===== config.mk =====
export PLATFORM = sky130hd
export DESIGN_NAME = hop_sync_ctrl
export DESIGN_NICKNAME = d
export VERILOG_FILES = /design/src/rtl/hop_sync_pkg.sv /design/src/rtl/hop_sync_trig.sv /design/src/rtl/hop_sync_chan.sv /design/src/rtl/hop_sync_ctrl.sv
export SDC_FILE = /design/constraint.sdc
export NUM_CORES = 1
export LEC_CHECK = 0
export CAP_MARGIN = 25
export CORE_MARGIN = 2
export CORE_UTILIZATION = 57
export DETAILED_ROUTE_END_ITERATION = 10
export DONT_BUFFER_PORTS = 1
export GPL_TIMING_DRIVEN = 0
export PLACE_DENSITY = 0.74
export SLEW_MARGIN = 20
export SYNTH_ARGS = -nofsm -noshare
export SYNTH_HDL_FRONTEND = slang
export SYNTH_SLANG_ARGS = --single-unit

===== constraint.sdc =====
create_clock -name clk -period 1.9 [get_ports clk]
set_input_delay 0.38 -clock clk [delete_from_list [all_inputs] [get_ports clk]]
set_output_delay 0.38 -clock clk [all_outputs]
set_load 0.005 [all_outputs]

===== src/rtl/hop_sync_pkg.sv =====
package hop_sync_pkg;

    typedef enum logic [1:0] {
        SEL_FREQ_LO = 2'd0,
        SEL_FREQ_HI = 2'd1,
        SEL_HOLD    = 2'd2,
        SEL_NONE    = 2'd3
    } cfg_sel_e;

endpackage


===== src/rtl/hop_sync_trig.sv =====
// Trigger front end: pin edge detect, command/pin merge, fixed delay pipe.
module hop_sync_trig #(
    parameter int NUM_CH   = 4,
    parameter int TRIG_LAT = 7
) (
    input  logic              clk,
    input  logic              rst_n,
    input  logic              cmd_valid,
    input  logic              cmd_hop,
    input  logic [NUM_CH-1:0] cmd_mask,
    input  logic              sync_pin,
    input  logic [NUM_CH-1:0] pin_mask,
    output logic [NUM_CH-1:0] load_mask
);

    typedef struct packed {
        logic                             pin;
        logic [TRIG_LAT-1:0][NUM_CH-1:0]  pipe;
    } trig_st_t;

    trig_st_t          st_d, st_q;
    logic              pin_rise;
    logic [NUM_CH-1:0] arm_now;

    always_comb begin
        st_d     = st_q;
        pin_rise = sync_pin & ~st_q.pin;
        arm_now  = ({NUM_CH{cmd_valid & cmd_hop}} & cmd_mask)
                 | ({NUM_CH{pin_rise}} & pin_mask);
        st_d.pin     = sync_pin;
        st_d.pipe[0] = arm_now;
        for (int k = 1; k < TRIG_LAT; k++) begin
            st_d.pipe[k] = st_q.pipe[k-1];
        end
    end

    always_ff @(posedge clk or negedge rst_n) begin
        if (!rst_n) begin
            st_q <= '0;
        end else begin
            st_q <= st_d;
        end
    end

    assign load_mask = st_q.pipe[TRIG_LAT-1];

endmodule


===== src/rtl/hop_sync_chan.sv =====
// One channel: staging word, delay value, countdown and live word.
module hop_sync_chan
    import hop_sync_pkg::*;
#(
    parameter int HALF_W = 16,
    parameter int HOLD_W = 16,
    localparam int FREQ_W = 2 * HALF_W
) (
    input  logic              clk,
    input  logic              rst_n,
    input  logic              wr_en,
    input  cfg_sel_e          wr_sel,
    input  logic [HALF_W-1:0] wr_data,
    input  logic              load,
    output logic [FREQ_W-1:0] work,
    output logic              done
);

    typedef struct packed {
        logic [FREQ_W-1:0] shadow;
        logic [HOLD_W-1:0] hold;
        logic [HOLD_W-1:0] cnt;
        logic [FREQ_W-1:0] work;
        logic              done;
    } chan_st_t;

    chan_st_t          st_d, st_q;
    logic [HOLD_W-1:0] wr_hold;

    assign wr_hold = wr_data[HOLD_W-1:0];

    always_comb begin
        st_d      = st_q;
        st_d.done = 1'b0;

        if (wr_en) begin
            unique case (wr_sel)
                SEL_FREQ_LO: st_d.shadow[HALF_W-1:0]      = wr_data;
                SEL_FREQ_HI: st_d.shadow[FREQ_W-1:HALF_W] = wr_data;
                SEL_HOLD: begin
                    if (wr_hold != '0) begin
                        st_d.hold = wr_hold;
                    end
                end
                default: ;
            endcase
        end

        // cnt == 0 means idle; expiry is the edge at which cnt is 1
        if (st_q.cnt == HOLD_W'(1)) begin
            st_d.work = st_q.shadow;
            st_d.done = 1'b1;
            st_d.cnt  = '0;
        end else if (st_q.cnt != '0) begin
            st_d.cnt = st_q.cnt - HOLD_W'(1);
        end

        if (load) begin
            st_d.cnt = st_q.hold;
        end
    end

    always_ff @(posedge clk or negedge rst_n) begin
        if (!rst_n) begin
            st_q      <= '0;
            st_q.hold <= HOLD_W'(1);
        end else begin
            st_q <= st_d;
        end
    end

    assign work = st_q.work;
    assign done = st_q.done;

endmodule


===== src/rtl/hop_sync_ctrl.sv =====
module hop_sync_ctrl
    import hop_sync_pkg::*;
#(
    parameter int NUM_CH   = 4,
    parameter int HALF_W   = 16,
    parameter int HOLD_W   = 16,
    parameter int TRIG_LAT = 7,
    localparam int FREQ_W  = 2 * HALF_W,
    localparam int CH_W    = (NUM_CH > 1) ? $clog2(NUM_CH) : 1
) (
    input  logic                     clk,
    input  logic                     rst_n,
    input  logic                     cfg_we,
    input  logic [CH_W-1:0]          cfg_ch,
    input  logic [1:0]               cfg_sel,
    input  logic [HALF_W-1:0]        cfg_data,
    input  logic                     cmd_valid,
    input  logic                     cmd_hop,
    input  logic [NUM_CH-1:0]        cmd_mask,
    input  logic                     sync_pin,
    input  logic [NUM_CH-1:0]        pin_mask,
    output logic [NUM_CH*FREQ_W-1:0] work_freq,
    output logic [NUM_CH-1:0]        hop_done
);

    logic [NUM_CH-1:0] load_mask;
    cfg_sel_e          sel;

    assign sel = cfg_sel_e'(cfg_sel);

    hop_sync_trig #(
        .NUM_CH   (NUM_CH),
        .TRIG_LAT (TRIG_LAT)
    ) u_trig (
        .clk       (clk),
        .rst_n     (rst_n),
        .cmd_valid (cmd_valid),
        .cmd_hop   (cmd_hop),
        .cmd_mask  (cmd_mask),
        .sync_pin  (sync_pin),
        .pin_mask  (pin_mask),
        .load_mask (load_mask)
    );

    for (genvar i = 0; i < NUM_CH; i++) begin : g_chan
        logic wr_hit;
        assign wr_hit = cfg_we && (cfg_ch == CH_W'(i));

        hop_sync_chan #(
            .HALF_W (HALF_W),
            .HOLD_W (HOLD_W)
        ) u_chan (
            .clk     (clk),
            .rst_n   (rst_n),
            .wr_en   (wr_hit),
            .wr_sel  (sel),
            .wr_data (cfg_data),
            .load    (load_mask[i]),
            .work    (work_freq[i*FREQ_W +: FREQ_W]),
            .done    (hop_done[i])
        );
    end

endmodule


Yosys cells after proc, flatten, opt, wreduce, memory -nomap -nowiden
Index checks and enable logic that the tools add are counted.
- register bits after elaboration: 417
- output and inout port bits: 132
- eq/ne operators: 9
- add/sub/neg operators: 4
- bitwise operators: 6
- multiplexer cells: 16
- reductions and logical operators: 27
- operators by type and width (cell ; number):
    2-to-1 mux 16 bit ; 12
    nonzero test 16 bit ; 5
    == test 16 x 1 -> 1 bit (second input constant) ; 4
    subtractor 16 x 1 -> 16 bit (second input constant) ; 4
    AND reduction 2 bit ; 8
    AND reduction 3 bit ; 4
    nonzero test 3 bit ; 4
    AND 4 bit ; 2
    == test 2 bit (second input constant) ; 3
    == test 2 x 1 -> 1 bit (second input constant) ; 2
    logical AND 1 bit ; 4
    logical NOT 2 bit ; 2
    2-to-1 mux 1 bit ; 4
    bitwise OR 4 bit ; 1
    AND 1 bit ; 2
    inverter 1 bit ; 1

Longest topological paths before layout
Gate-level depths: netlist of run 1.
- word-level depth: 4
- depth in mapped cells: 8

Modules after synthesis
Synthesis of run 1 repeated with hierarchy kept, for this count alone.
- cells, all modules: 1492
- area total of the unflattened synthesis: 18388.9 um2
- modules (own cells, without submodules) (module ; times used ; area an instance (um2) ; cells each):
    hop_sync_chan (g_chan[0].u_chan ...) ; 2 ; 4425.5 ; 397
    hop_sync_chan (g_chan[2].u_chan ...) ; 2 ; 4345.4 ; 328
    hop_sync_trig ; 1 ; 809.5 ; 38
    hop_sync_ctrl ; 1 ; 37.5 ; 4

Worst setup path before layout of run 1
Ideal clock, no wire load.
- path type: register to register
- start point: reg g_chan[2].u_chan.st_q[44] (netlist name)
- end point: reg g_chan[2].u_chan.st_q[33] (netlist name)
- arrival time: 1828 ps
- setup time: 125 ps
- clock period less this slack: 1953 ps
- stages on the path, launching flop included: 7
- path slack: -53 ps
- required time: 1775 ps
- cells stage by stage: dfrtp_1 -> nor4_2 -> and3_1 -> buf_6 -> nand2_4 -> nor4b_4 -> mux2_4
- longest elaborated chain between the ends: 3
- elaborated cells on any way between the ends: 5
- ends and longest elaborated chain (item ; RTL line ; source):
    start, declared ; hop_sync_chan.sv:27 ; chan_st_t st_d, st_q;
    start signal, assigned ; hop_sync_chan.sv:68 ; st_q <= st_d;
    == test 16 x 1 -> 1 bit ; hop_sync_chan.sv:50 ; if (st_q.cnt == HOLD_W'(1)) begin
    2-to-1 mux 16 bit ; hop_sync_chan.sv:50 ;
    2-to-1 mux 16 bit ; hop_sync_chan.sv:58 ; if (load) begin
Several ways; a longest one is shown, not always the timed one.
A chain may end at the register's enable or synchronous reset.

Final worst setup path of run 1
- start point: reg g_chan[2].u_chan.st_q[43] (netlist name)
- end point: reg g_chan[2].u_chan.st_q (netlist bit g_chan[2].u_chan.work[15])
- longest elaborated chain between the ends: 1
- ends and longest elaborated chain (item ; RTL line):
    == test 16 x 1 -> 1 bit ; hop_sync_chan.sv:50
No other way between the ends.

==> out/metrics.cfg, run 1 <==
[synthesis]
async_reset_ff_share_pct=100
ys_ff_latch=417
synthSimpleGateAreaFrac_pct=8.79
ys.flop_type=dfrtp_1
synth_edf_count=0
synth_compound_area_share_pct=3.65
yosys-top-cells-area=dfrtp_1, mux2_2, buf_4, nand2_1, xnor2_1
synth_cells=1383
yosysSeqAreaShare_pct=58.4
synth_top_area_share_pct=57.9
ys_types=69
synthMuxAreaShare_pct=18.6
synth_top_family_by_area=multiplexers
synth.net_count=1428
avgSynthCellArea_um2=12.9
yosysWarnings=0
synth_top_cell_by_area=dfrtp_1
synth_xor_xnor_area_share_pct=2.26
synth_fa_ha_area_share_pct=0.770
netlist_area_um2=17900

[clocking]
cts_buffer_depth=3
cts_inserted_buffers=42
clkTransAtPathRegs_ps=60
cts-root-buf=clkbuf_16
clock_latency_ps=530
h-tree-depth=2
cts_tree=done
cts.sinks=417

[final_layout]
antennaDiodeCount=0
fin_nets=1551
utilization_pct=69.3
mostFrequentLayoutCells=dfrtp_1, mux2_2, buf_4, nand2_1, mux2_4
syn2layout_area_growth_pct=19.3
finalNonFillerCells=1927
final_common_cell=dfrtp_1
drive_above_1_share_pct=43.6

[route]
drt_iter0_drc=694
via_per_inst=5.64
post-route-drc-count=0
wl_per_cell_um=21.5
wl_mm=41.5
firstDrtPassIters=5
num_vias=10872
drtAntennaViolNets=0

[hold_path]
hold_class=in -> async

[global_routing]
overflow=0
grt_pass1_vias=11360
grt_pass1_wl_mm=63.6
grt_max_degree=418
grt_use_total_pct=25.0
antenna_found_initial=2

[sta]
fmax_mhz=486
fin_crit_ps=2060
clock_skew_ps=16.1
relSlewSlack_pct=14.7
setup_viol=74
drv_slew=0
fin_ws_ps=-156
finalHoldViolations=414
hold-worst-slack_ps=-423
fin_crit_sh_pct=108
rsz0062_at_grt=true
tightest_slew_ps=1280

[place]
gp_congestion=0.841
dpl.hpwl_mm=24.3
port_buffers=0
placed_cells=1781

[pwr]
p_comb_share_pct=24.2
power_leakage_nw=10.1
vdd_drop_max_v=0.000925
pwr-share-seq_pct=46.6
pwr-share-clk_pct=29.1
swShare_pct=28.6
power.density_nw_per_um2=1300
power.internal_mw=19.8
switchingPower_mw=7.92

[die]
fp.coreArea_um2=30700
initial_utilization_pct=58.1
dieArea_um2=32800
ios=166
die_w_um=181
row_count=64
die_h_um=181

[worst_setup_path]
cp-end-kind=register
worstSetupStartpointType=register
critPathKind=reg -> reg
crit_fanout=8
crit_arrival_ps=2470
worstPathRequired_ps=2310

[outcome]
failed_checks=hold timing, setup timing
outcome=complete, but fails checks

[job]
cap_violations=0

metal layers:
layer	global-route usage (%)	up-vias	share of wire [%]
li1	-	4890	-
met1	34.0	5567	43
met2	40.3	326	47
met3	5.28	89	6.1
met4	8.52	0	3.3
met5	0	-	0
state kept, by name (all words and copies together) (netlist names):
signal / cells
g_chan.u_chan.st_q: 256
g_chan.u_chan.work: 128
u_trig.st_d: 24
g_chan.u_chan.done: 4
u_trig.load_mask: 4
u_trig.st_q: 1
worst paths after layout:
path                                                               to                                   from  cells after the start  slack [ps]
worst max-delay path            g_chan[2].u_chan.work[15]$_DFFE_PN0P_  g_chan[2].u_chan.st_q[43]$_DFFE_PN0P_                      7        -160
worst min-delay path             g_chan[1].u_chan.work[7]$_DFFE_PN0P_                                  rst_n                      0        -420
worst max register to register  g_chan[2].u_chan.work[15]$_DFFE_PN0P_  g_chan[2].u_chan.st_q[43]$_DFFE_PN0P_                      7        -160
worst min register to register              u_trig.st_d[19]$_DFF_PN0_              u_trig.st_d[15]$_DFF_PN0_                      0         340
max in group asynchronous       g_chan[3].u_chan.st_q[33]$_DFFE_PN0P_                                  rst_n                      0        1260
min in group clk                g_chan[2].u_chan.st_q[90]$_DFFE_PN0P_                            cfg_data[9]                      1          10
final cells by class:
class,instances,area (µm²)
Multi-Input combinational cell,756,6670
Sequential cell,417,10500
Fill cell,2138,9440
Tap cell,396,495
Inverter,14,52.6
Timing Repair Buffer,83,881
Clock buffer,56,1200
Clock inverter,13,125
Buffer,192,1430
through the flow:
step                      cell area [µm²]  total power, mW  setup slack [ps]  setup TNS [ps]
final                               21300             27.7              -156           -8640
after global routing                21300             29.1              -215          -15600
after CTS                           20700             27.2              -125           -3960
after detailed placement            18400             18.3              -472          -70610
after global placement              18400             18.0              -548          -71560
after floorplan                     17900             17.0             -42.9           -1150
cells by family (layout without fill, tap and decap cells):
group,Yosys count,after routing
buf+inv,210,358
xor+xnor,46,46
mux,295,295
compound gates,93,93
flops,417,417
fa+ha+maj,11,11
simple gates,311,311
power by group through the flow:
stage	logic, mW	clock network [mW]	registers [mW]
floorplan	4.63	0	12.4
global placement	5.23	0	12.8
detailed placement	5.42	0	12.9
CTS	6.21	8.19	12.8
global route	7.31	8.57	13.2
finish	6.71	8.07	12.9
cells in the mapped netlist (13+ instances only):
cell type,n
dfrtp_1,413
mux2_2,290
nand2_1,154
buf_4,138
nor2_1,49
clkbuf_1,40
xnor2_1,29
o21ai_0,17
xor2_1,17
a21oi_1,16
buf_2,16
nor4_1,15
inv_1,13
worst max-delay path: stages, from the launching register on:
cell       delay [ps]
dfrtp_1           430
nor4_4            350
and3_1            220
buf_6             120
and3_4            200
buf_12            160
clkbuf_16         170
mux2_4            300
repair_timing:
item	CTS	global route
buffers inserted	29	20
setup endpoints to repair	172	181
pin swaps	16	41
resized for setup	138	92
cloned	4	6
hold buffers	20	3
hold endpoints to repair	449	420
Power figures use the tool's default switching activity.
==> run 2, diff against run 1 <==
--- a/config.mk
+++ b/config.mk
@@ -8,6 +8,7 @@
 export CAP_MARGIN = 25
 export CORE_MARGIN = 2
 export CORE_UTILIZATION = 57
+export CTS_CLUSTER_SIZE = 25
 export DETAILED_ROUTE_END_ITERATION = 10
 export DONT_BUFFER_PORTS = 1
 export GPL_TIMING_DRIVEN = 0
==> results of run 2 <==
Final layout, timing and power as in run 1 (identical DEF).
